<file path="config.mk">
export PLATFORM = sky130hd
export DESIGN_NAME = two_level_intc
export DESIGN_NICKNAME = d
export VERILOG_FILES = /design/src/rtl/intc_pkg.sv /design/src/rtl/intc_edge_det.sv /design/src/rtl/intc_tmr_flags.sv /design/src/rtl/intc_pick.sv /design/src/rtl/intc_nest.sv /design/src/rtl/two_level_intc.sv
export SDC_FILE = /design/constraint.sdc
export NUM_CORES = 1
export LEC_CHECK = 0
export ABC_AREA = 0
export BUFFER_PORTS_ARGS = -buffer_cell sky130_fd_sc_hd__buf_4
export CORE_MARGIN = 2
export CORE_UTILIZATION = 46
export CTS_CLUSTER_DIAMETER = 40
export DETAILED_ROUTE_END_ITERATION = 6
export GPL_ROUTABILITY_DRIVEN = 0
export HOLD_SLACK_MARGIN = 0.08
export PLACE_DENSITY_LB_ADDON = 0.15
export SYNTH_ARGS = -nofsm -noshare
export SYNTH_HDL_FRONTEND = slang
export SYNTH_SLANG_ARGS = --single-unit
export TNS_END_PERCENT = 50
</file>
<file path="constraint.sdc">
create_clock -name clk_i -period 2.8 [get_ports clk_i]
set_clock_uncertainty 0.05 [all_clocks]
set_input_delay 0 -clock clk_i [delete_from_list [all_inputs] [get_ports clk_i]]
set_output_delay 0 -clock clk_i [all_outputs]
set_load 0.005 [all_outputs]
</file>
<file path="src/rtl/intc_pkg.sv">
package intc_pkg;

   typedef enum logic [1:0] {
      RSEL_ENABLE  = 2'd0,
      RSEL_PRIO    = 2'd1,
      RSEL_TRIGGER = 2'd2,
      RSEL_TFLAG   = 2'd3
   } reg_sel_e;

   typedef enum logic {
      LVL_LOW  = 1'b0,
      LVL_HIGH = 1'b1
   } level_e;

   // handler address of source slot idx
   function automatic int unsigned slot_addr(int unsigned base, int unsigned stride,
                                             int unsigned idx);
      return base + idx * stride;
   endfunction

endpackage

</file>
<file path="src/rtl/intc_edge_det.sv">
// One external pin: level pass-through or latched rising edge.
module intc_edge_det (
   input  logic clk_i,
   input  logic rst_ni,
   input  logic pin_i,
   input  logic edge_mode_i,
   input  logic clr_i,
   output logic req_o
);
   logic prev_q;
   logic latch_q;
   logic latch_d;

   always_comb begin
      latch_d = edge_mode_i & ((pin_i & ~prev_q) | (latch_q & ~clr_i));
   end

   always_ff @(posedge clk_i) begin
      if (!rst_ni) begin
         prev_q  <= 1'b0;
         latch_q <= 1'b0;
      end else begin
         prev_q  <= pin_i;
         latch_q <= latch_d;
      end
   end

   assign req_o = edge_mode_i ? latch_q : pin_i;
endmodule

</file>
<file path="src/rtl/intc_tmr_flags.sv">
// Timer overflow flags: hardware set wins over software write and acknowledge clear.
module intc_tmr_flags #(
   parameter int unsigned NUM = 2
) (
   input  logic           clk_i,
   input  logic           rst_ni,
   input  logic [NUM-1:0] set_i,
   input  logic           wr_i,
   input  logic [NUM-1:0] wr_data_i,
   input  logic [NUM-1:0] clr_i,
   output logic [NUM-1:0] flag_o
);
   logic [NUM-1:0] flag_q;

   generate
      for (genvar k = 0; k < NUM; k++) begin : g_flag
         always_ff @(posedge clk_i) begin
            if (!rst_ni) begin
               flag_q[k] <= 1'b0;
            end else if (set_i[k]) begin
               flag_q[k] <= 1'b1;
            end else if (wr_i) begin
               flag_q[k] <= wr_data_i[k];
            end else if (clr_i[k]) begin
               flag_q[k] <= 1'b0;
            end
         end
      end
   endgenerate

   assign flag_o = flag_q;
endmodule

</file>
<file path="src/rtl/intc_pick.sv">
// Fixed-order selector: lowest set index wins.
module intc_pick #(
   parameter int unsigned N = 5,
   localparam int unsigned W = (N > 1) ? $clog2(N) : 1
) (
   input  logic [N-1:0] req_i,
   output logic         found_o,
   output logic [W-1:0] idx_o
);
   always_comb begin
      found_o = 1'b0;
      idx_o   = '0;
      for (int i = N - 1; i >= 0; i--) begin
         if (req_i[i]) begin
            found_o = 1'b1;
            idx_o   = W'(i);
         end
      end
   end
endmodule

</file>
<file path="src/rtl/intc_nest.sv">
// Two in-service bits; return clears the higher one that is set.
module intc_nest
   import intc_pkg::*;
(
   input  logic       clk_i,
   input  logic       rst_ni,
   input  logic       take_i,
   input  level_e     take_lvl_i,
   input  logic       ret_i,
   output logic [1:0] ins_o
);
   logic [1:0] ins_q;
   logic [1:0] ins_d;

   always_comb begin
      ins_d = ins_q;
      if (ret_i) begin
         if (ins_d[LVL_HIGH]) ins_d[LVL_HIGH] = 1'b0;
         else                 ins_d[LVL_LOW]  = 1'b0;
      end
      if (take_i) ins_d[take_lvl_i] = 1'b1;
   end

   always_ff @(posedge clk_i) begin
      if (!rst_ni) ins_q <= 2'b00;
      else         ins_q <= ins_d;
   end

   assign ins_o = ins_q;
endmodule

</file>
<file path="src/rtl/two_level_intc.sv">
module two_level_intc
   import intc_pkg::*;
#(
   parameter int unsigned         NUM_EXT    = 2,
   parameter int unsigned         NUM_TMR    = 2,
   parameter int unsigned         REG_W      = 8,
   parameter int unsigned         VEC_W      = 16,
   parameter int unsigned         VEC_BASE   = 3,
   parameter int unsigned         VEC_STRIDE = 8,
   parameter int unsigned         GLOBAL_BIT = 7,
   parameter logic [REG_W-1:0]    EN_MASK    = 8'hBF,
   localparam int unsigned        SRC_N      = NUM_EXT + NUM_TMR + 1,
   localparam int unsigned        SRC_W      = $clog2(SRC_N),
   localparam int unsigned        PRI_N      = SRC_N - 1
) (
   input  logic               clk_i,
   input  logic               rst_ni,
   input  logic               wr_i,
   input  logic [1:0]         wr_addr_i,
   input  logic [REG_W-1:0]   wr_data_i,
   input  logic [NUM_EXT-1:0] ext_i,
   input  logic [NUM_TMR-1:0] tmr_ovf_i,
   input  logic               ser_rx_i,
   input  logic               ser_tx_i,
   input  logic               ack_i,
   input  logic               reti_i,
   output logic               irq_o,
   output logic [VEC_W-1:0]   vec_o,
   output logic [REG_W-1:0]   en_reg_o,
   output logic [REG_W-1:0]   pri_reg_o,
   output logic [NUM_TMR-1:0] tmr_flag_o,
   output logic [1:0]         insvc_o
);
   localparam int unsigned SER_IDX = SRC_N - 1;

   // elaboration checks
   generate
      if (NUM_EXT != NUM_TMR) begin : g_bad_pairs
         $error("external and timer source counts must match");
      end
      if (GLOBAL_BIT >= REG_W || GLOBAL_BIT < SRC_N) begin : g_bad_global
         $error("global enable bit must sit above the source enables");
      end
      if (PRI_N > REG_W || NUM_EXT > REG_W) begin : g_bad_regw
         $error("register width too small");
      end
      if (VEC_W > 32 || VEC_STRIDE == 0) begin : g_bad_vec
         $error("vector geometry out of range");
      end
   endgenerate

   // software registers
   logic [REG_W-1:0]   en_q;
   logic [PRI_N-1:0]   pri_q;
   logic [NUM_EXT-1:0] trig_q;
   logic               wr_flags;

   always_ff @(posedge clk_i) begin
      if (!rst_ni) begin
         en_q   <= '0;
         pri_q  <= '0;
         trig_q <= '0;
      end else if (wr_i) begin
         case (reg_sel_e'(wr_addr_i))
            RSEL_ENABLE:  en_q   <= wr_data_i & EN_MASK;
            RSEL_PRIO:    pri_q  <= wr_data_i[PRI_N-1:0];
            RSEL_TRIGGER: trig_q <= wr_data_i[NUM_EXT-1:0];
            default:      ;
         endcase
      end
   end

   assign wr_flags = wr_i & (reg_sel_e'(wr_addr_i) == RSEL_TFLAG);

   // source requests, slot 2k = external k, slot 2k+1 = timer k, last = serial
   logic [SRC_N-1:0]   src_req;
   logic [SRC_N-1:0]   src_clr;
   logic [NUM_TMR-1:0] tmr_clr;
   logic [NUM_TMR-1:0] tmr_flag;

   generate
      for (genvar k = 0; k < NUM_EXT; k++) begin : g_ext
         intc_edge_det u_det (
            .clk_i       (clk_i),
            .rst_ni      (rst_ni),
            .pin_i       (ext_i[k]),
            .edge_mode_i (trig_q[k]),
            .clr_i       (src_clr[2*k]),
            .req_o       (src_req[2*k])
         );
      end
      for (genvar k = 0; k < NUM_TMR; k++) begin : g_tmr
         assign tmr_clr[k]       = src_clr[2*k+1];
         assign src_req[2*k+1]   = tmr_flag[k];
      end
   endgenerate

   assign src_req[SER_IDX] = ser_rx_i | ser_tx_i;

   intc_tmr_flags #(.NUM(NUM_TMR)) u_flags (
      .clk_i     (clk_i),
      .rst_ni    (rst_ni),
      .set_i     (tmr_ovf_i),
      .wr_i      (wr_flags),
      .wr_data_i (wr_data_i[NUM_TMR-1:0]),
      .clr_i     (tmr_clr),
      .flag_o    (tmr_flag)
   );

   // gating and level split
   logic             global_en;
   logic [SRC_N-1:0] live;
   logic [SRC_N-1:0] hi_mask;
   logic [SRC_N-1:0] hi_req;
   logic [SRC_N-1:0] lo_req;

   assign global_en = en_q[GLOBAL_BIT];
   assign live      = src_req & en_q[SRC_N-1:0] & {SRC_N{global_en}};
   assign hi_mask   = {1'b0, pri_q};
   assign hi_req    = live & hi_mask;
   assign lo_req    = live & ~hi_mask;

   logic             hi_found, lo_found;
   logic [SRC_W-1:0] hi_idx, lo_idx;

   intc_pick #(.N(SRC_N)) u_pick_hi (
      .req_i   (hi_req),
      .found_o (hi_found),
      .idx_o   (hi_idx)
   );

   intc_pick #(.N(SRC_N)) u_pick_lo (
      .req_i   (lo_req),
      .found_o (lo_found),
      .idx_o   (lo_idx)
   );

   // nesting decision
   logic [1:0]       ins;
   logic             go_hi, go_lo, take;
   logic [SRC_W-1:0] win_idx;
   level_e           win_lvl;

   assign go_hi   = hi_found & ~ins[LVL_HIGH];
   assign go_lo   = lo_found & ~ins[LVL_HIGH] & ~ins[LVL_LOW];
   assign win_idx = go_hi ? hi_idx : lo_idx;
   assign win_lvl = go_hi ? LVL_HIGH : LVL_LOW;
   assign irq_o   = go_hi | go_lo;
   assign take    = ack_i & irq_o;

   always_comb begin
      src_clr = '0;
      if (take) src_clr[win_idx] = 1'b1;
   end

   intc_nest u_nest (
      .clk_i      (clk_i),
      .rst_ni     (rst_ni),
      .take_i     (take),
      .take_lvl_i (win_lvl),
      .ret_i      (reti_i),
      .ins_o      (ins)
   );

   // vector latch
   logic [VEC_W-1:0] vec_q;

   always_ff @(posedge clk_i) begin
      if (!rst_ni) begin
         vec_q <= '0;
      end else if (take) begin
         vec_q <= VEC_W'(slot_addr(VEC_BASE, VEC_STRIDE, 32'(win_idx)));
      end
   end

   assign vec_o      = vec_q;
   assign en_reg_o   = en_q;
   assign pri_reg_o  = REG_W'(pri_q);
   assign tmr_flag_o = tmr_flag;
   assign insvc_o    = ins;
endmodule

</file>
==> results of run 1 <==
-- report_power, final --
group	switching [mW]	total, mW	internal [mW]	leakage, nW
registers	0.0106	0.377	0.367	0.204
logic	0.0450	0.109	0.0641	0.638
clock network	0.101	0.157	0.0557	0.0150
total	0.157	0.643	0.486	0.856
-- final timing paths --
check,start,cells past startpoint,endpoint,slack [ps]
worst max-delay path,trig_q[1],7,u_flags.flag_o[0],190
worst min-delay path,ser_rx_i,6,vec_o[5],350
worst max register to register,trig_q[1],7,u_flags.flag_o[0],190
worst min register to register,vec_o[5],2,vec_o[5],430
-- final cells by class --
class	count	share of cell area (%)
well taps	31	2.12
clock buffers	4	1.44
flip-flops and latches	25	27.4
multi-input cells	116	40.4
inverters	2	0.410
repair buffers	62	28.3
-- cells by family after synthesis --
logic type / share of synthesized area, %
AND/OR/NAND/NOR: 21.5
AO/OA/AOI/OAI: 15.7
flip-flops: 37.6
multiplexers: 13.1
other: 0.281
buffers and inverters: 11.8
-- cells in the final DEF (no fill, tap or decap), types with 2 or more instances in the layout --
cell type and n:
nor4_1 2, dfxtp_1 25, nand2_1 10, nand3_1 4, dlygate4sd3_1 21, nor3_1 2, nor2_1 19, buf_4 41
o21ai_0 2, and4b_1 2, conb_1 16, and2_1 2, clkbuf_4 3, mux2i_1 16, nand3b_1 2, a21oi_1 6
o21a_1 3, o211ai_1 3
-- worst max-delay path: stages, from the launching register on --
cell and delay (ps):
dfxtp_1 400, mux2_4 350, a21o_1 180, or4_4 520
nor2_4 110, and4b_1 210, o22ai_1 150, dlygate4sd3_1 580
-- cells in the mapped netlist, drive strengths merged, types with 2 or more instances --
| library cell | instances |
|---|---|
| a21oi | 7 |
| and2 | 2 |
| and4b | 2 |
| buf | 19 |
| clkbuf | 2 |
| dfxtp | 25 |
| mux2i | 16 |
| nand2 | 10 |
| nand3 | 4 |
| nand3b | 2 |
| nor2 | 20 |
| nor3 | 2 |
| nor4 | 2 |
| o211ai | 3 |
| o21a | 3 |
| o21ai | 2 |
-- timing repair --
| item | in CTS | in global routing |
|---|---|---|
| gates resized for setup | 0 | 1 |
| setup endpoints to repair | 0 | 1 |
| hold buffers | 21 | 0 |
| endpoints found under the hold margin | 25 | 0 |
-- state kept, by name, summed over array words and instances (netlist names) --
name and cells:
u_nest.ins_o 2, g_ext.u_det.latch_q 2, pri_q 4, g_ext.u_det.prev_q 2, en_reg_o 7, u_flags.flag_o 2
vec_o 4, trig_q 2
-- routing by layer --
metal  wire, um  vias to the layer above  GRT usage, %
met2       1560                       53          35.7
met4         59                        0          7.97
met5          0                        -             0
met3        178                        7          2.46
li1           -                      624             -
met1       1300                      591          23.9
==> results.json, run 1 <==
{
  "syn_area_um2": 1330,
  "row_count": 19,
  "fin_tns_setup_ps": 0,
  "outcome": "completed",
  "routed_wirelength_mm": 3.10,
  "io_buffers": 40,
  "die_h_um": 57.8,
  "worst_slack_ps": 188,
  "grt_antenna_before_repair": 0,
  "yosys_register_bits": 25,
  "rsz0062_at_grt": "no",
  "hold_viol": 0,
  "async_flop_share_pct": 0,
  "yosysSeqAreaShare_pct": 37.6,
  "power_density_nw_per_um2": 352,
  "avgSynthCellArea_um2": 8.94,
  "cts.sinks": 25,
  "synthCells": 149,
  "max_freq_mhz": 383,
  "post-route-min-period_ps": 2610,
  "drc": 0,
  "clock_path_buffers": 2,
  "cts_made_buffers": 3,
  "grt_overflow": 0,
  "dp_cells": 215,
  "post_drt_wl_per_cell_um": 12.9,
  "coreArea_um2": 2760,
  "yosysTopAreaCell": "dfxtp_1",
  "dr.first_iter.drc_count": 21,
  "leakage_nw": 0.856,
  "setup_viol": 0,
  "syn_to_final_growth_pct": 37.3,
  "vias": 1275,
  "path_class": "reg2reg",
  "drv_cap": 0,
  "grt_pass1_wl_mm": 5.24,
  "diodes": 0,
  "drive_gt1_share_pct": 24.4,
  "io-pin-count": 58,
  "place_area_um2": 1590,
  "tightest_slew_ps": 532,
  "fp.dieW_um": 57.8,
  "htree_levels": 1,
  "cts_root_buf": "clkbuf_4",
  "stdcell_area_um2": 1830,
  "place_hpwl_mm": 2.22,
  "grt_max_degree": 18,
  "endpoint_kind": "flop",
  "ys_types": 48,
  "synth_top_area_share_pct": 37.6,
  "ys_warn_count": 0,
  "via_per_inst": 5.31,
  "ant_nets": 0,
  "insertion_delay_ps": 310,
  "vdd_drop_max_v": 0.000337,
  "min_path_type": "in2reg",
  "p_total_mw": 0.643,
  "grt_pass1_vias": 1200,
  "regArea_um2": 500,
  "first_pass_iters": 4,
  "place_ws_ps": 700,
  "stdcell_count": 240,
  "arrival_ps": 2830,
  "crit_required_ps": 3020,
  "synth_ff_type": "dfxtp_1",
  "path_clk_slew_ps": 130,
  "hold_slack_ps": 348,
  "grt_usage_pct": 19.9,
  "maxSlewHeadroom_pct": 64.2,
  "multi_input_area_um2": 738,
  "die_area_um2": 3340,
  "postLayoutCoreUtil_pct": 66.3,
  "synth_edf_count": 0,
  "fill_cells": 246,
  "cts_tree": "yes",
  "floorplan.initialDensity_pct": 48.3,
  "fin_crit_sh_pct": 93.3,
  "post_cts_buffers": 0,
  "yosys-top-cells-area": "dfxtp_1 38%, mux2i_1 12%, buf_4 9.6%",
  "path_max_fanout": 6,
  "slew_viol_final": 0,
  "cp-start-kind": "flop",
  "nets": 231
}
(Power assumes the default switching activity.)
==> inputs of run 2 (changes only) <==
--- a/config.mk
+++ b/config.mk
@@ -8,12 +8,13 @@
 export ABC_AREA = 0
 export BUFFER_PORTS_ARGS = -buffer_cell sky130_fd_sc_hd__buf_4
 export CORE_MARGIN = 2
-export CORE_UTILIZATION = 46
+export CORE_UTILIZATION = 39
 export CTS_CLUSTER_DIAMETER = 40
 export DETAILED_ROUTE_END_ITERATION = 6
 export GPL_ROUTABILITY_DRIVEN = 0
 export HOLD_SLACK_MARGIN = 0.08
 export PLACE_DENSITY_LB_ADDON = 0.15
+export SLEW_MARGIN = 20
 export SYNTH_ARGS = -nofsm -noshare
 export SYNTH_HDL_FRONTEND = slang
 export SYNTH_SLANG_ARGS = --single-unit
==> results.json, run 2 (synthesis results as in run 1) <==
{
  "outcome": "completed",
  "dr.first_iter.drc_count": 48,
  "diodes": 0,
  "max_freq_mhz": 373,
  "final_common_cell": "buf_4",
  "via_per_inst": 4.86,
  "ant_nets": 0,
  "slew_viol_final": 0,
  "leakage_nw": 0.851,
  "crit_chain": "mux2_4 -> a21oi_1 -> a21oi_2 -> o41ai_1 -> and4b_1 -> o22ai_1 -> dlygate4sd3_1",
  "p_sw_mw": 0.155,
  "path_clk_slew_ps": 120,
  "rsz0062_at_grt": "no",
  "cp-start-kind": "flop",
  "power_density_nw_per_um2": 348,
  "htree_levels": 1,
  "drv_cap": 0,
  "path_class": "reg2reg",
  "io_buffers": 40,
  "row_count": 21,
  "post_cts_buffers": 0,
  "hold_viol": 0,
  "largest_reg_flops": 7,
  "final_cell_mix": "41 x buf_4, 25 x dfxtp_1, 21 x dlygate4sd3_1",
  "drive_gt1_share_pct": 24.4,
  "place_hpwl_mm": 2.23,
  "crit_required_ps": 2950,
  "setup_viol": 0,
  "stdcell_count": 255,
  "floorplan.initialDensity_pct": 40.2,
  "vias": 1239,
  "grt_max_degree": 18,
  "path_max_fanout": 6,
  "p_int_mw": 0.487,
  "cts.sinks": 25,
  "routed_wirelength_mm": 3.05,
  "max_stage_delay_ps": 570,
  "clock_path_buffers": 2,
  "cts_made_buffers": 3,
  "cts_root_buf": "clkbuf_4",
  "grt_usage_pct": 16.0,
  "arrival_ps": 2830,
  "min_path_type": "in2reg",
  "die_area_um2": 3900,
  "cts_tree": "yes",
  "crit_path_top_delay_cell": "dlygate4sd3_1",
  "switching_share_pct": 24.1,
  "p_total_mw": 0.641,
  "first_pass_iters": 4,
  "grt_overflow": 0,
  "die_h_um": 62.5,
  "post_drt_wl_per_cell_um": 12.0,
  "syn_to_final_growth_pct": 38.4,
  "coreArea_um2": 3310,
  "dp_cells": 230,
  "fp.dieW_um": 62.5,
  "fin_crit_sh_pct": 95.7,
  "p_seq_share_pct": 58.8,
  "io-pin-count": 58,
  "nets": 231,
  "drc": 0,
  "fin_tns_setup_ps": 0,
  "vdd_drop_max_v": 0.000205,
  "insertion_delay_ps": 310,
  "grt_pass1_vias": 1173,
  "p_comb_share_pct": 17.0,
  "post-route-min-period_ps": 2680,
  "power.share.clock_pct": 24.2,
  "grt_pass1_wl_mm": 5.11,
  "endpoint_kind": "flop",
  "grt_antenna_before_repair": 0
}
run 2: cell counts in the layout (fill, tap and decap cells not counted):
No cell type changed its count.
run 2: final cells by class:
type / count / area, um2
tap: 46 / 57.6
clock buffer: 4 / 26.3
multi-input combinational: 116 / 734
fill: 328 / 1470
sequential: 25 / 500
inverter: 2 / 7.51
timing repair buffer: 62 / 518
run 2: critical path, delay by kind of cell (launching register included):
family | cells | cell delay [ps]
AO/OA/AOI/OAI | 4 | 920
buffers and inverters | 1 | 570
flip-flops | 1 | 420
multiplexers | 1 | 350
AND/OR/NAND/NOR | 1 | 270
run 2: repair_timing:
action | 4_1_cts | 5_1_grt
gates resized for setup | 0 | 1
setup endpoints to repair | 0 | 1
hold endpoints to repair | 25 | 0
hold buffers | 21 | 0
run 2: power by group through the flow:
stage	logic (mW)	registers, mW	clock network [mW]
detailed placement	0.0841	0.385	0
global placement	0.0825	0.385	0
global route	0.120	0.380	0.184
floorplan	0.0556	0.383	0
CTS	0.108	0.377	0.169
finish	0.109	0.377	0.155
run 2: routing by layer:
layer / vias to the layer above / GRT usage (%) / wire [um]
li1: 627 / - / -
met1: 565 / 18.8 / 1350
met2: 45 / 29.8 / 1520
met3: 2 / 2.88 / 165
met4: 0 / 4.17 / 20
met5: - / 0 / 0
run 2: stage by stage:
stage / instance area [um2] / hold WS [ps] / worst slack, ps / utilization (%)
finish: 1840 / 366 / 120 / 55.7
global route: 1840 / 405 / 11.9 / 55.7
CTS: 1840 / 359 / 152 / 55.6
detailed placement: 1600 / 177 / 726 / 48.5
global placement: 1600 / 172 / 744 / 48.5
floorplan: 1390 / 71.7 / 903 / -
run 2: path summary, 6_finish.rpt:
check	depth (start not counted)	start	end	slack, ps
max	7	trig_q[1]	u_flags.flag_o[0]	120
min	6	ser_rx_i	vec_o[5]	370
max reg2reg	7	trig_q[1]	u_flags.flag_o[0]	120
min reg2reg	2	vec_o[5]	vec_o[5]	430
